### config.mk
export PLATFORM = sky130hd
export DESIGN_NAME = nor_query_ctl
export DESIGN_NICKNAME = d
export VERILOG_FILES = /design/src/rtl/nqc_pkg.sv /design/src/rtl/nqc_unlock.sv /design/src/rtl/nqc_mode_fsm.sv /design/src/rtl/nqc_cfi_rom.sv /design/src/rtl/nor_query_ctl.sv
export SDC_FILE = /design/constraint.sdc
export NUM_CORES = 1
export LEC_CHECK = 0
export ABC_AREA = 1
export CAP_MARGIN = 5
export CORE_ASPECT_RATIO = 1.4
export CORE_MARGIN = 4
export CORE_UTILIZATION = 40
export DETAILED_ROUTE_END_ITERATION = 6
export PLACE_DENSITY = 0.85
export SLEW_MARGIN = 30
export SYNTH_ARGS = -nofsm -noshare
export SYNTH_HDL_FRONTEND = slang
export SYNTH_SLANG_ARGS = --single-unit
### constraint.sdc
create_clock -name clk -period 1.51 [get_ports clk]
set_input_delay 0.151 -clock clk [delete_from_list [all_inputs] [get_ports clk]]
set_output_delay 0.151 -clock clk [all_outputs]
set_load 0.1 [all_outputs]
### src/rtl/nqc_pkg.sv
package nqc_pkg;

  typedef enum logic [1:0] {
    MODE_ARRAY   = 2'd0,
    MODE_IDENT   = 2'd1,
    MODE_QUERY   = 2'd2
  } mode_e;

  localparam logic [15:0] CMD_QUERY = 16'h0098;
  localparam logic [15:0] CMD_RESET = 16'h00F0;
  localparam logic [15:0] CMD_UNLK1 = 16'h00AA;
  localparam logic [15:0] CMD_UNLK2 = 16'h0055;
  localparam logic [15:0] CMD_IDENT = 16'h0090;

  localparam int unsigned ADR_QUERY = 32'h055;
  localparam int unsigned ADR_UNLK1 = 32'h555;
  localparam int unsigned ADR_UNLK2 = 32'h2AA;

  localparam int unsigned TBL_LOW_BITS = 7;

  // Parameter table lookup on the low address bits.
  function automatic logic [15:0] cfi_word(input logic [6:0] a);
    logic [15:0] w;
    case (a)
      7'h10: w = 16'h0051;
      7'h11: w = 16'h0052;
      7'h12: w = 16'h0059;
      7'h13: w = 16'h0002;
      7'h15: w = 16'h0040;
      7'h1B: w = 16'h0027;
      7'h1C: w = 16'h0036;
      7'h1F: w = 16'h0003;
      7'h21: w = 16'h000A;
      7'h23: w = 16'h0005;
      7'h25: w = 16'h0002;
      default: w = 16'h0000;
    endcase
    return w;
  endfunction

endpackage

### src/rtl/nqc_unlock.sv
module nqc_unlock #(
  parameter int ADDR_W = 12
) (
  input  logic              clk,
  input  logic              rst_n,
  input  logic              wr_en,
  input  logic [ADDR_W-1:0] addr,
  input  logic [15:0]       wdata,
  input  logic              enable,
  input  logic              clear,
  output logic              ident_hit
);
  import nqc_pkg::*;

  typedef enum logic [1:0] {U_IDLE, U_ONE, U_TWO} ustep_e;
  ustep_e step_q, step_d;

  logic is_step1, is_step2, is_step3, take;
  assign is_step1 = (addr == ADDR_W'(ADR_UNLK1)) && (wdata == CMD_UNLK1);
  assign is_step2 = (addr == ADDR_W'(ADR_UNLK2)) && (wdata == CMD_UNLK2);
  assign is_step3 = (addr == ADDR_W'(ADR_UNLK1)) && (wdata == CMD_IDENT);
  assign take     = wr_en && enable && !clear;

  always_comb begin
    step_d    = step_q;
    ident_hit = 1'b0;
    if (clear) begin
      step_d = U_IDLE;
    end else if (take) begin
      case (step_q)
        U_IDLE: if (is_step1) step_d = U_ONE;
        U_ONE:  step_d = is_step2 ? U_TWO : U_IDLE;
        default: begin
          step_d    = U_IDLE;
          ident_hit = is_step3;
        end
      endcase
    end
  end

  always_ff @(posedge clk) begin
    if (!rst_n) step_q <= U_IDLE;
    else        step_q <= step_d;
  end

  AST_UNLOCK_ABORT: assert property (@(posedge clk) disable iff (!rst_n)
    (step_q == U_ONE && take && !is_step2) |=> (step_q == U_IDLE));

endmodule

### src/rtl/nqc_mode_fsm.sv
module nqc_mode_fsm (
  input  logic           clk,
  input  logic           rst_n,
  input  logic           query_hit,
  input  logic           reset_hit,
  input  logic           ident_hit,
  input  logic           busy,
  output nqc_pkg::mode_e mode
);
  import nqc_pkg::*;

  mode_e mode_q, mode_d;
  logic  ret_ident_q, ret_ident_d;

  always_comb begin
    mode_d      = mode_q;
    ret_ident_d = ret_ident_q;
    case (mode_q)
      MODE_ARRAY: begin
        if (reset_hit) mode_d = MODE_ARRAY;
        else if (query_hit && !busy) begin
          mode_d      = MODE_QUERY;
          ret_ident_d = 1'b0;
        end else if (ident_hit) mode_d = MODE_IDENT;
      end
      MODE_IDENT: begin
        if (reset_hit) mode_d = MODE_ARRAY;
        else if (query_hit) begin
          mode_d      = MODE_QUERY;
          ret_ident_d = 1'b1;
        end
      end
      default: begin
        if (reset_hit) mode_d = ret_ident_q ? MODE_IDENT : MODE_ARRAY;
      end
    endcase
  end

  always_ff @(posedge clk) begin
    if (!rst_n) begin
      mode_q      <= MODE_ARRAY;
      ret_ident_q <= 1'b0;
    end else begin
      mode_q      <= mode_d;
      ret_ident_q <= ret_ident_d;
    end
  end

  assign mode = mode_q;

  AST_QUERY_ENTRY: assert property (@(posedge clk) disable iff (!rst_n)
    (mode_q == MODE_ARRAY && query_hit && !busy) |=> (mode_q == MODE_QUERY));
  AST_BUSY_BLOCK: assert property (@(posedge clk) disable iff (!rst_n)
    (mode_q == MODE_ARRAY && busy) |=> (mode_q == MODE_ARRAY));
  AST_RETURN_IDENT: assert property (@(posedge clk) disable iff (!rst_n)
    (mode_q == MODE_QUERY && reset_hit && ret_ident_q) |=> (mode_q == MODE_IDENT));
  AST_QUERY_HOLD: assert property (@(posedge clk) disable iff (!rst_n)
    (mode_q == MODE_QUERY && !reset_hit) |=> (mode_q == MODE_QUERY));

endmodule

### src/rtl/nqc_cfi_rom.sv
module nqc_cfi_rom #(
  parameter int ADDR_W = 12
) (
  input  logic [ADDR_W-1:0] addr,
  output logic [15:0]       word
);
  import nqc_pkg::*;

  logic upper_zero;

  generate
    if (ADDR_W > TBL_LOW_BITS) begin : g_gate
      assign upper_zero = ~|addr[ADDR_W-1:TBL_LOW_BITS];
    end else begin : g_nogate
      assign upper_zero = 1'b1;
    end
  endgenerate

  assign word = upper_zero ? cfi_word(addr[TBL_LOW_BITS-1:0]) : 16'h0000;

endmodule

### src/rtl/nor_query_ctl.sv
module nor_query_ctl #(
  parameter int ADDR_W = 12
) (
  input  logic              clk,
  input  logic              rst_n,
  input  logic              wr_en,
  input  logic              rd_en,
  input  logic [ADDR_W-1:0] addr,
  input  logic [15:0]       wdata,
  input  logic              busy,
  input  logic [15:0]       array_data,
  input  logic [15:0]       id_data,
  output logic [15:0]       rdata
);
  import nqc_pkg::*;

  mode_e       mode;
  logic        query_hit, reset_hit, ident_hit;
  logic        unlock_en, unlock_clr;
  logic [15:0] tbl_word;

  assign query_hit  = wr_en && (addr == ADDR_W'(ADR_QUERY)) && (wdata == CMD_QUERY);
  assign reset_hit  = wr_en && (wdata == CMD_RESET);
  assign unlock_en  = !busy;
  assign unlock_clr = (mode != MODE_ARRAY) || reset_hit || query_hit;

  nqc_unlock #(.ADDR_W(ADDR_W)) u_unlock (
    .clk(clk), .rst_n(rst_n), .wr_en(wr_en), .addr(addr), .wdata(wdata),
    .enable(unlock_en), .clear(unlock_clr), .ident_hit(ident_hit)
  );

  nqc_mode_fsm u_fsm (
    .clk(clk), .rst_n(rst_n), .query_hit(query_hit), .reset_hit(reset_hit),
    .ident_hit(ident_hit), .busy(busy), .mode(mode)
  );

  nqc_cfi_rom #(.ADDR_W(ADDR_W)) u_rom (.addr(addr), .word(tbl_word));

  always_ff @(posedge clk) begin
    if (!rst_n) rdata <= 16'h0000;
    else if (rd_en) begin
      case (mode)
        MODE_ARRAY: rdata <= array_data;
        MODE_IDENT: rdata <= id_data;
        default:    rdata <= tbl_word;
      endcase
    end
  end

  AST_UPPER_GATE: assert property (@(posedge clk) disable iff (!rst_n)
    (rd_en && mode == MODE_QUERY && addr >= ADDR_W'(128)) |=> (rdata == 16'h0000));
  AST_QRY_FIRST: assert property (@(posedge clk) disable iff (!rst_n)
    (rd_en && mode == MODE_QUERY && addr == ADDR_W'(16)) |=> (rdata == 16'h0051));
  AST_RDATA_HOLD: assert property (@(posedge clk) disable iff (!rst_n)
    (!rd_en) |=> $stable(rdata));

endmodule

Word level (Yosys, flattened, before mapping)
Cells that the tools add are included.

word-level totals
  bits in registers = 21
  output and inout port bits = 16
  logic and storage cells = 80

operators by class
  equality and inequality tests = 28
  mux-type cells = 22
  bitwise operators = 1
  reductions and logical operators = 25

operator list
  cell                                                   number
  case mux 7 bit (10 select lines)                       1
  == test 16 x 8 -> 1 bit, second input constant         4
  == test 7 x 5 -> 1 bit, second input constant          8
  case mux 16 bit (2 select lines)                       1
  == test 7 x 6 -> 1 bit, second input constant          3
  == test 16 x 7 -> 1 bit, second input constant         1
  2-to-1 mux 2 bit                                       8
  == test 12 x 10 -> 1 bit, second input constant        1
  == test 12 x 11 -> 1 bit, second input constant        1
  == test 12 x 7 -> 1 bit, second input constant         1
  logical AND 1 bit                                      9
  2-to-1 mux 1 bit                                       8
  case mux 2 bit (2 select lines)                        2
  2-to-1 mux 7 bit                                       1
  inequality test 2 bit, second input constant           3
  OR reduction 2 bit                                     3
  AND reduction 5 bit                                    1
  OR reduction 5 bit                                     1
  == test 2 x 1 -> 1 bit, second input constant          2
  logical NOT 2 bit                                      2
  inequality test 2 x 1 -> 1 bit, second input constant  2
  inequality test 4 x 3 -> 1 bit, second input constant  1
  nonzero test 2 bit                                     2
  inequality test 3 bit, second input constant           1
  other kinds (7)                                        9

Longest topological paths before layout
Gate-level depths: netlist (run 1).

  depth in word-level cells = 12
  gate-level depth with buffers = 13
  mapped depth without buffers = 13

Hierarchy
A second synthesis (run 1) with hierarchy kept.

second synthesis, totals
  cell total of the unflattened synthesis = 361
  area total of the unflattened synthesis = 1999.4 µm²

by module, submodules not included
  module         times used  cells an instance  area each (µm²)  seq. area each (µm²)
  nor_query_ctl  1           178                1087.3           320.3
  nqc_cfi_rom    1           78                 384.1            0.0
  nqc_unlock     1           73                 341.6            40.0
  nqc_mode_fsm   1           32                 186.4            60.1

Worst setup path before layout (run 1)
No wires, ideal clock.

  kind = register to register
  from = register rdata[7] (netlist name)
  to = register rdata[7]
  library setup time = 0.056 ns
  arrival time = 1.393 ns
  data required time = 1.454 ns
  setup slack = 0.061 ns
  stages on the path, launching flop included = 4
  path buffers = 0
  cell sequence = dfxtp_1 o21ai_0 a31o_2 inv_1

RTL lines
  element               line                 source
  to (signal assigned)  nor_query_ctl.sv:43  MODE_ARRAY: rdata <= array_data;
  to (signal assigned)  nor_query_ctl.sv:44  MODE_IDENT: rdata <= id_data;
  to (signal assigned)  nor_query_ctl.sv:45  default: rdata <= tbl_word;
  to (decl)             nor_query_ctl.sv:13  output logic [15:0] rdata

Worst setup path in the final report (run 1)
  from = input addr[2]
  to = register u_fsm.ret_ident_q

between the ends
  word-level cells in the longest chain between the ends = 6
  elaborated cells between the ends (all ways) = 7

ends and longest elaborated chain
  element                                          line                 source
  from (decl)                                      nor_query_ctl.sv:8   input logic [ADDR_W-1:0] addr,
  == test 12 x 7 -> 1 bit (*)                      nor_query_ctl.sv:22  assign query_hit = wr_en && (addr == ADDR_W'(ADR_QUERY)) && (wdata == CMD_QUERY);
  logical AND 1 bit (*) (2 in a row)               nor_query_ctl.sv:22
  logical AND 1 bit                                nqc_mode_fsm.sv:21   else if (query_hit && !busy) begin
  inequality test 2 x 1 -> 1 bit (no source line)  n/a
  AND reduction 5 bit (no source line) (*)         n/a
  to (signal assigned)                             nqc_mode_fsm.sv:45   ret_ident_q <= ret_ident_d;
  to (decl)                                        nqc_mode_fsm.sv:13   logic ret_ident_q, ret_ident_d;

Every way passes the cells marked *; elsewhere a longest branch is shown, timed or not.
A chain may end at the register's enable or synchronous reset.

==> flow_summary_export.csv, run 1 <==
group,metric,value,unit
logic_synthesis,yosysTopAreaCellShare,27.2,%
die,die_area,4930,sq um
logic_synthesis,ys.flop_type,"dfxtp_1",
pwr,power_density,1010,nW/um^2
timing,max_freq,691,MHz
logic_synthesis,async_reset_ff_share,0,%
layout,drive_gt1_share,25.7,%
cts,hold_buffers,0,
setup_path,r2r_slack,0.10,ns
place,port_buffers,80,
logic_synthesis,synth_edf_count,0,
logic_synthesis,ys_seq_area_share,27.2,%
logic_synthesis,synth.top_cells.by_count,"nand2_1, inv_1, nor2_1",
timing,fin_skew,0.00169,ns
setup_path,r2r-end,"rdata[7]",
die,rows,26,
layout,syn_to_final_growth,88.7,%
flow_run,maxCapViolations,0,
cts,cts_tree,"yes",
min_path,min_to,"u_fsm.ret_ident_q",
logic_synthesis,synthesis.area,1540,sq um
die,ios,81,
logic_synthesis,synth_top_cell_by_area,"dfxtp_1",
cts,cts_buffers,3,
drt,drt-initial-drc-count,100,
setup_path,worstPathRequired,1.70,ns
drt,drc_errors,0,
die,start_util,42.0,%
cts,cts_max_level,1,
layout,fin_cells,400,
logic_synthesis,synthTopCellsByArea,"dfxtp_1, nand2_1, inv_1",
timing,tightest_slew,0.374,ns
cts,clockBufferDepth,2,
pwr,p_leak,1.35,nW
global_route,grt_pass1_wl,7.92,mm
layout,fillerInstances,243,
drt,firstDrtPassIters,4,
global_route,antenna_found_initial,0,
place,place_hpwl,4.18,mm
place,finalWeightedCongestion,0.838,
place,dp.cells,390,
global_route,grt_pass1_vias,2035,
drt,routed_wl,5.58,mm
setup_path,ff2ff_path_depth,7,
layout,fin_nets,424,
die,dieWidth,60.5,um
setup_path,critPathKind,"primary input to flop",
global_route,grt_max_degree,21,
drt,avgViaCountPerCell,5.12,
global_route,grt_overflow,0,
timing,final-setup-viol-count,0,
drt,wl_per_cell,14.0,um
timing,hold_viol_final,0,
setup_path,crit_chain,"clkdlybuf4s50_1 > inv_2 > nor2_4 > nand2_2 > nor2_4 > nand2_4 > nor2_8 > nand2_4 > nand2_1 > nand3_1 > a21oi_1",
logic_synthesis,syn_area_per_cell,6.28,sq um
cts,clk_latency,0.26,ns
setup_path,r2r-start,"u_fsm.mode[1]",
timing,maxSlewViolCount,0,
timing,slew_headroom,74.9,%
min_path,min-delay-start,"u_fsm.ret_ident_q",
cts,root_buffer,"clkbuf_8",
min_path,min_path_type,"flop to flop",
global_route,grt_usage,20.5,%
logic_synthesis,synth_cell_type_count,28,
status,status,"complete, no violations",
layout,fin_util,79.2,%
setup_path,start_kind,"primary input",
logic_synthesis,synth.most_common_cell,"nand2_1",
layout,antenna_cells,0,
die,coreArea,3680,sq um
die,die_h,81.5,um
cts,cts.sinks,21,
min_path,whs_path_depth,2,
setup_path,crit_arrival,1.64,ns
drt,vias,2046,
setup_path,path_max_fanout,4,
logic_synthesis,synth_seq_cells,21,
timing,fin_crit_sh,95.8,%
pwr,ir_worst_vdd,0.000901,V
logic_synthesis,syn-num-nets,311,
setup_path,crit_path_max_incr_delay,0.50,ns
logic_synthesis,synth_warnings,0,
setup_path,cpMaxStageDelayCell,"clkdlybuf4s50_1",
setup_path,setup.worst_path.end_class,"flop",
cts,clk_pin_slew,0.08,ns
logic_synthesis,postSynthCellCount,246,
timing,min_period,1.45,ns
drt,drtAntennaViolNets,0,
[critical path: cells and delay by family]
family / cells / cell delay [ns]
compound gates: 1 / 0.14
buf+inv: 2 / 0.57
simple gates: 8 / 0.79
[cell families (layout without fill, tap and decap cells)]
| family | count (synthesis) | count (layout) | share of synthesized area, % |
|---|---|---|---|
| AO/OA/AOI/OAI | 50 | 50 | 20.6 |
| flip-flops | 21 | 21 | 27.2 |
| AND/OR/NAND/NOR | 127 | 127 | 40.4 |
| buffers and inverters | 48 | 160 | 11.7 |
[routing by layer]
layer,share of wire (%),vias up,GRT usage (%)
met4,2.4,0,7.16
met3,8.3,15,6.76
met2,53,88,40.3
li1,-,1032,-
met5,0,-,0
met1,36,911,18.9
[layout by cell type, fill, tap and decap left out, drive strengths merged]
| master | n |
|---|---|
| a22oi | 1 |
| dlymetal6s2s | 3 |
| nor3 | 6 |
| a21oi | 10 |
| a31o | 9 |
| nand2 | 61 |
| o21ai | 21 |
| clkinvlp | 2 |
| a41oi | 1 |
| a31oi | 2 |
| clkdlybuf4s50 | 61 |
| nor3b | 1 |
| a221oi | 5 |
| dfxtp | 21 |
| o211ai | 1 |
| nor4 | 1 |
| nand3 | 22 |
| nand4 | 5 |
| clkbuf | 4 |
| buf | 50 |
| nor2 | 31 |
| inv | 40 |
[registers in the layout (all words and copies together) (netlist names)]
signal             cells
rdata                 16
u_fsm.ret_ident_q      1
u_fsm.mode             2
u_unlock.step_q        2
[cell type report]
type | count | area, sq um | share of cell area [%]
Inverter | 41 | 158 | 5.41
Clock buffer | 4 | 45.0 | 1.55
Sequential cell | 21 | 420 | 14.4
Timing Repair inverter | 1 | 7.51 | 0.258
Multi-Input combinational cell | 177 | 993 | 34.1
Tap cell | 42 | 52.6 | 1.80
Timing Repair Buffer | 114 | 1240 | 42.4
[worst max path at each step]
stage / from / endpoint / slack [ns] / cells past startpoint
2_1_floorplan: rdata[7] / rdata[7] / 0.06 / 3
3_3_place_gp: addr[2] / u_fsm.mode[0] / -0.17 / 12
3_5_place_dp: addr[2] / u_fsm.mode[0] / -0.24 / 12
4_1_cts: addr[2] / u_fsm.ret_ident_q / 0.03 / 11
5_1_grt: addr[4] / u_fsm.mode[0] / -0.02 / 13
6_report: addr[2] / u_fsm.ret_ident_q / 0.06 / 11
[report_power, final]
part	leakage [nW]	switching [W]	internal, W
clock	0.0228	0.000188	0.000188
combinational	1.15	0.00109	0.000747
sequential	0.173	0.0000929	0.000639
[stage by stage]
| stage | total power (W) | hold slack [ns] | TNS, ns | cell area (sq um) | setup slack [ns] |
|---|---|---|---|---|---|
| detailed placement | 0.00241 | 0.460 | -2.19 | 2760 | -0.237 |
| finish | 0.00295 | 0.470 | 0 | 2910 | 0.0636 |
| floorplan | 0.00174 | 0.311 | 0 | 1540 | 0.0612 |
| global route | 0.00310 | 0.487 | -0.0664 | 2910 | -0.0153 |
| global placement | 0.00236 | 0.441 | -1.45 | 2760 | -0.167 |
| CTS | 0.00278 | 0.474 | 0 | 2810 | 0.0319 |
[timing repair]
item	in CTS	in global routing
gates resized for setup	0	19
setup endpoints to repair	0	10
buffers inserted	0	5
Power figures use the tool's default switching activity.
==> inputs of run 2 (changes only) <==
--- a/config.mk
+++ b/config.mk
@@ -10,6 +10,7 @@
 export CORE_ASPECT_RATIO = 1.4
 export CORE_MARGIN = 4
 export CORE_UTILIZATION = 40
+export CTS_CLUSTER_SIZE = 14
 export DETAILED_ROUTE_END_ITERATION = 6
 export PLACE_DENSITY = 0.85
 export SLEW_MARGIN = 30
==> results of run 2 <==
No change in the layout: final DEF, timing and power equal those of run 1.
==> inputs of run 3 (changes only) <==
--- a/config.mk
+++ b/config.mk
@@ -17,3 +17,4 @@
 export SYNTH_ARGS = -nofsm -noshare
 export SYNTH_HDL_FRONTEND = slang
 export SYNTH_SLANG_ARGS = --single-unit
+export TNS_END_PERCENT = 1
==> run 3 against run 2 <==
Effect of this change:
- wire length decreased by 3.4%
- non-clock buffer count is 1 lower
- utilization is 0.54 points lower
- flip-flop and latch count did not move
- cell count is 0.50% lower
- design area fell by 0.69%
- clock power about the same
- highest routed layer unchanged
- sequential power about the same
- combinational power about the same
- setup slack worse by 0.0077 ns
==> flow_summary_export.csv, run 3 (synthesis gave the netlist of run 1 again) <==
group,metric,value,unit
die,dieWidth,60.5,um
timing,tightest_slew,0.373,ns
setup_path,crit_arrival,1.64,ns
layout,layout.cells.most_common_list,"clkdlybuf4s50_1, nand2_1, inv_1",
drt,vias,2033,
pwr,clkPwrFrac,12.7,%
min_path,min_path_type,"flop to flop",
drt,drtAntennaViolNets,0,
timing,max_freq,688,MHz
cts,cts.sinks,21,
pwr,switchingPower,0.00136,W
place,finalWeightedCongestion,0.838,
die,die_h,81.5,um
setup_path,start_kind,"primary input",
layout,drive_gt1_share,25.0,%
setup_path,path_max_fanout,4,
flow_run,maxCapViolations,0,
setup_path,setup.worst_path.end_class,"flop",
drt,drc_errors,0,
global_route,grt_pass1_vias,2035,
timing,hold_viol_final,0,
cts,clk_latency,0.26,ns
pwr,p_leak,1.35,nW
global_route,grt_pass1_wl,7.92,mm
timing,hold_ws,0.469,ns
cts,cts_max_level,1,
drt,firstDrtPassIters,4,
cts,hold_buffers,0,
cts,cts_tree,"yes",
status,status,"complete, no violations",
setup_path,r2r-start,"u_fsm.mode[1]",
layout,final_common_cell,"clkdlybuf4s50_1",
layout,antenna_cells,0,
layout,top_register,"rdata",
timing,maxSlewViolCount,0,
timing,final-setup-viol-count,0,
timing,min_period,1.45,ns
layout,syn_to_final_growth,87.4,%
timing,slew_headroom,75.0,%
timing,fin_crit_sh,96.3,%
pwr,sw_frac_of_total,46.3,%
pwr,power.total,0.00293,W
die,ios,81,
pwr,ir_worst_vdd,0.000953,V
timing,setup_tns,0,ns
die,start_util,42.0,%
pwr,comb_power_share,62.3,%
layout,largest_reg_flops,16,
drt,drt-initial-drc-count,83,
global_route,use_met1,18.9,%
pwr,power_density,1010,nW/um^2
global_route,grt_usage,20.5,%
drt,wl_per_cell,13.6,um
timing,fin_skew,0.00184,ns
setup_path,critPathKind,"primary input to flop",
min_path,min-delay-start,"u_fsm.ret_ident_q",
global_route,grt_max_degree,21,
pwr,p_int,0.00157,W
layout,fin_nets,422,
pwr,seqPwrFrac,25.0,%
setup_path,worstPathRequired,1.70,ns
timing,rsz0062_at_grt,"yes",
cts,root_buffer,"clkbuf_8",
place,place_hpwl,4.18,mm
drt,avgViaCountPerCell,5.11,
setup_path,crit_path_start,"addr[2]",
place,port_buffers,80,
cts,clk_pin_slew,0.08,ns
global_route,met3_usage,6.76,%
die,die_area,4930,sq um
die,rows,26,
global_route,busiest_layer,"met2",
drt,routed_wl,5.39,mm
cts,clockBufferDepth,2,
cts,cts_buffers,3,
layout,fin_util,78.7,%
global_route,grt_overflow,0,
global_route,gr-usage-met2,40.3,%
global_route,antenna_found_initial,0,
die,coreArea,3680,sq um
## run 3: cell count changes in the layout (fill, tap and decap cells not counted), sizes merged
| cell | change |
|---|---|
| clkinvlp | -1 |
| buf | -1 |
## run 3: cell type report
class	count	area, sq um
clock buffers	4	45.0
fillers	244	783
inverters	41	158
multi-input cells	177	987
flip-flops and latches	21	422
well taps	42	52.6
repair buffers	113	1230
## run 3: metal layers
layer	routed length, um	up-vias
met3	464	16
met4	124	0
met2	2880	78
li1	-	1029
met1	1930	910
met5	0	-
## run 3: final timing paths
path	end	slack (ns)	cells past startpoint
worst min-delay path	u_fsm.ret_ident_q	0.47	2
worst max-delay path	u_fsm.ret_ident_q	0.06	11
worst min register to register	u_fsm.ret_ident_q	0.47	2
worst max register to register	rdata[2]	0.06	5
## run 3: power groups by stage
stage,combinational (W),sequential (W),clock (W)
6_report,0.00182,0.000732,0.000373
5_1_grt,0.00194,0.000742,0.000398
4_1_cts,0.00168,0.000725,0.000375
3_5_place_dp,0.00167,0.000738,0
3_3_place_gp,0.00163,0.000735,0
2_1_floorplan,0.000621,0.00112,0
## run 3: per-stage QoR
stage	area (sq um)	setup WS, ns	instances
after floorplan	1540	0.0612	246
after global placement	2760	-0.167	390
after detailed placement	2760	-0.237	390
after CTS	2810	0.0319	394
after global routing	2890	-0.0326	398
final	2890	0.0559	398
## run 3: what timing repair did
item	CTS	global route
gates resized for setup	0	16
setup endpoints to repair	0	10
hold endpoints to repair	0	0
buffers inserted	0	4
## run 3: worst max-delay path: stages
cell             delay (ns)
clkdlybuf4s50_1        0.48
inv_1                  0.08
nor2_2                 0.12
nand2_2                0.08
nor2_4                 0.14
nand2_4                0.08
nor2_8                 0.13
nand2_4                0.07
nand2_1                0.09
nand3_1                0.09
a21oi_1                0.14
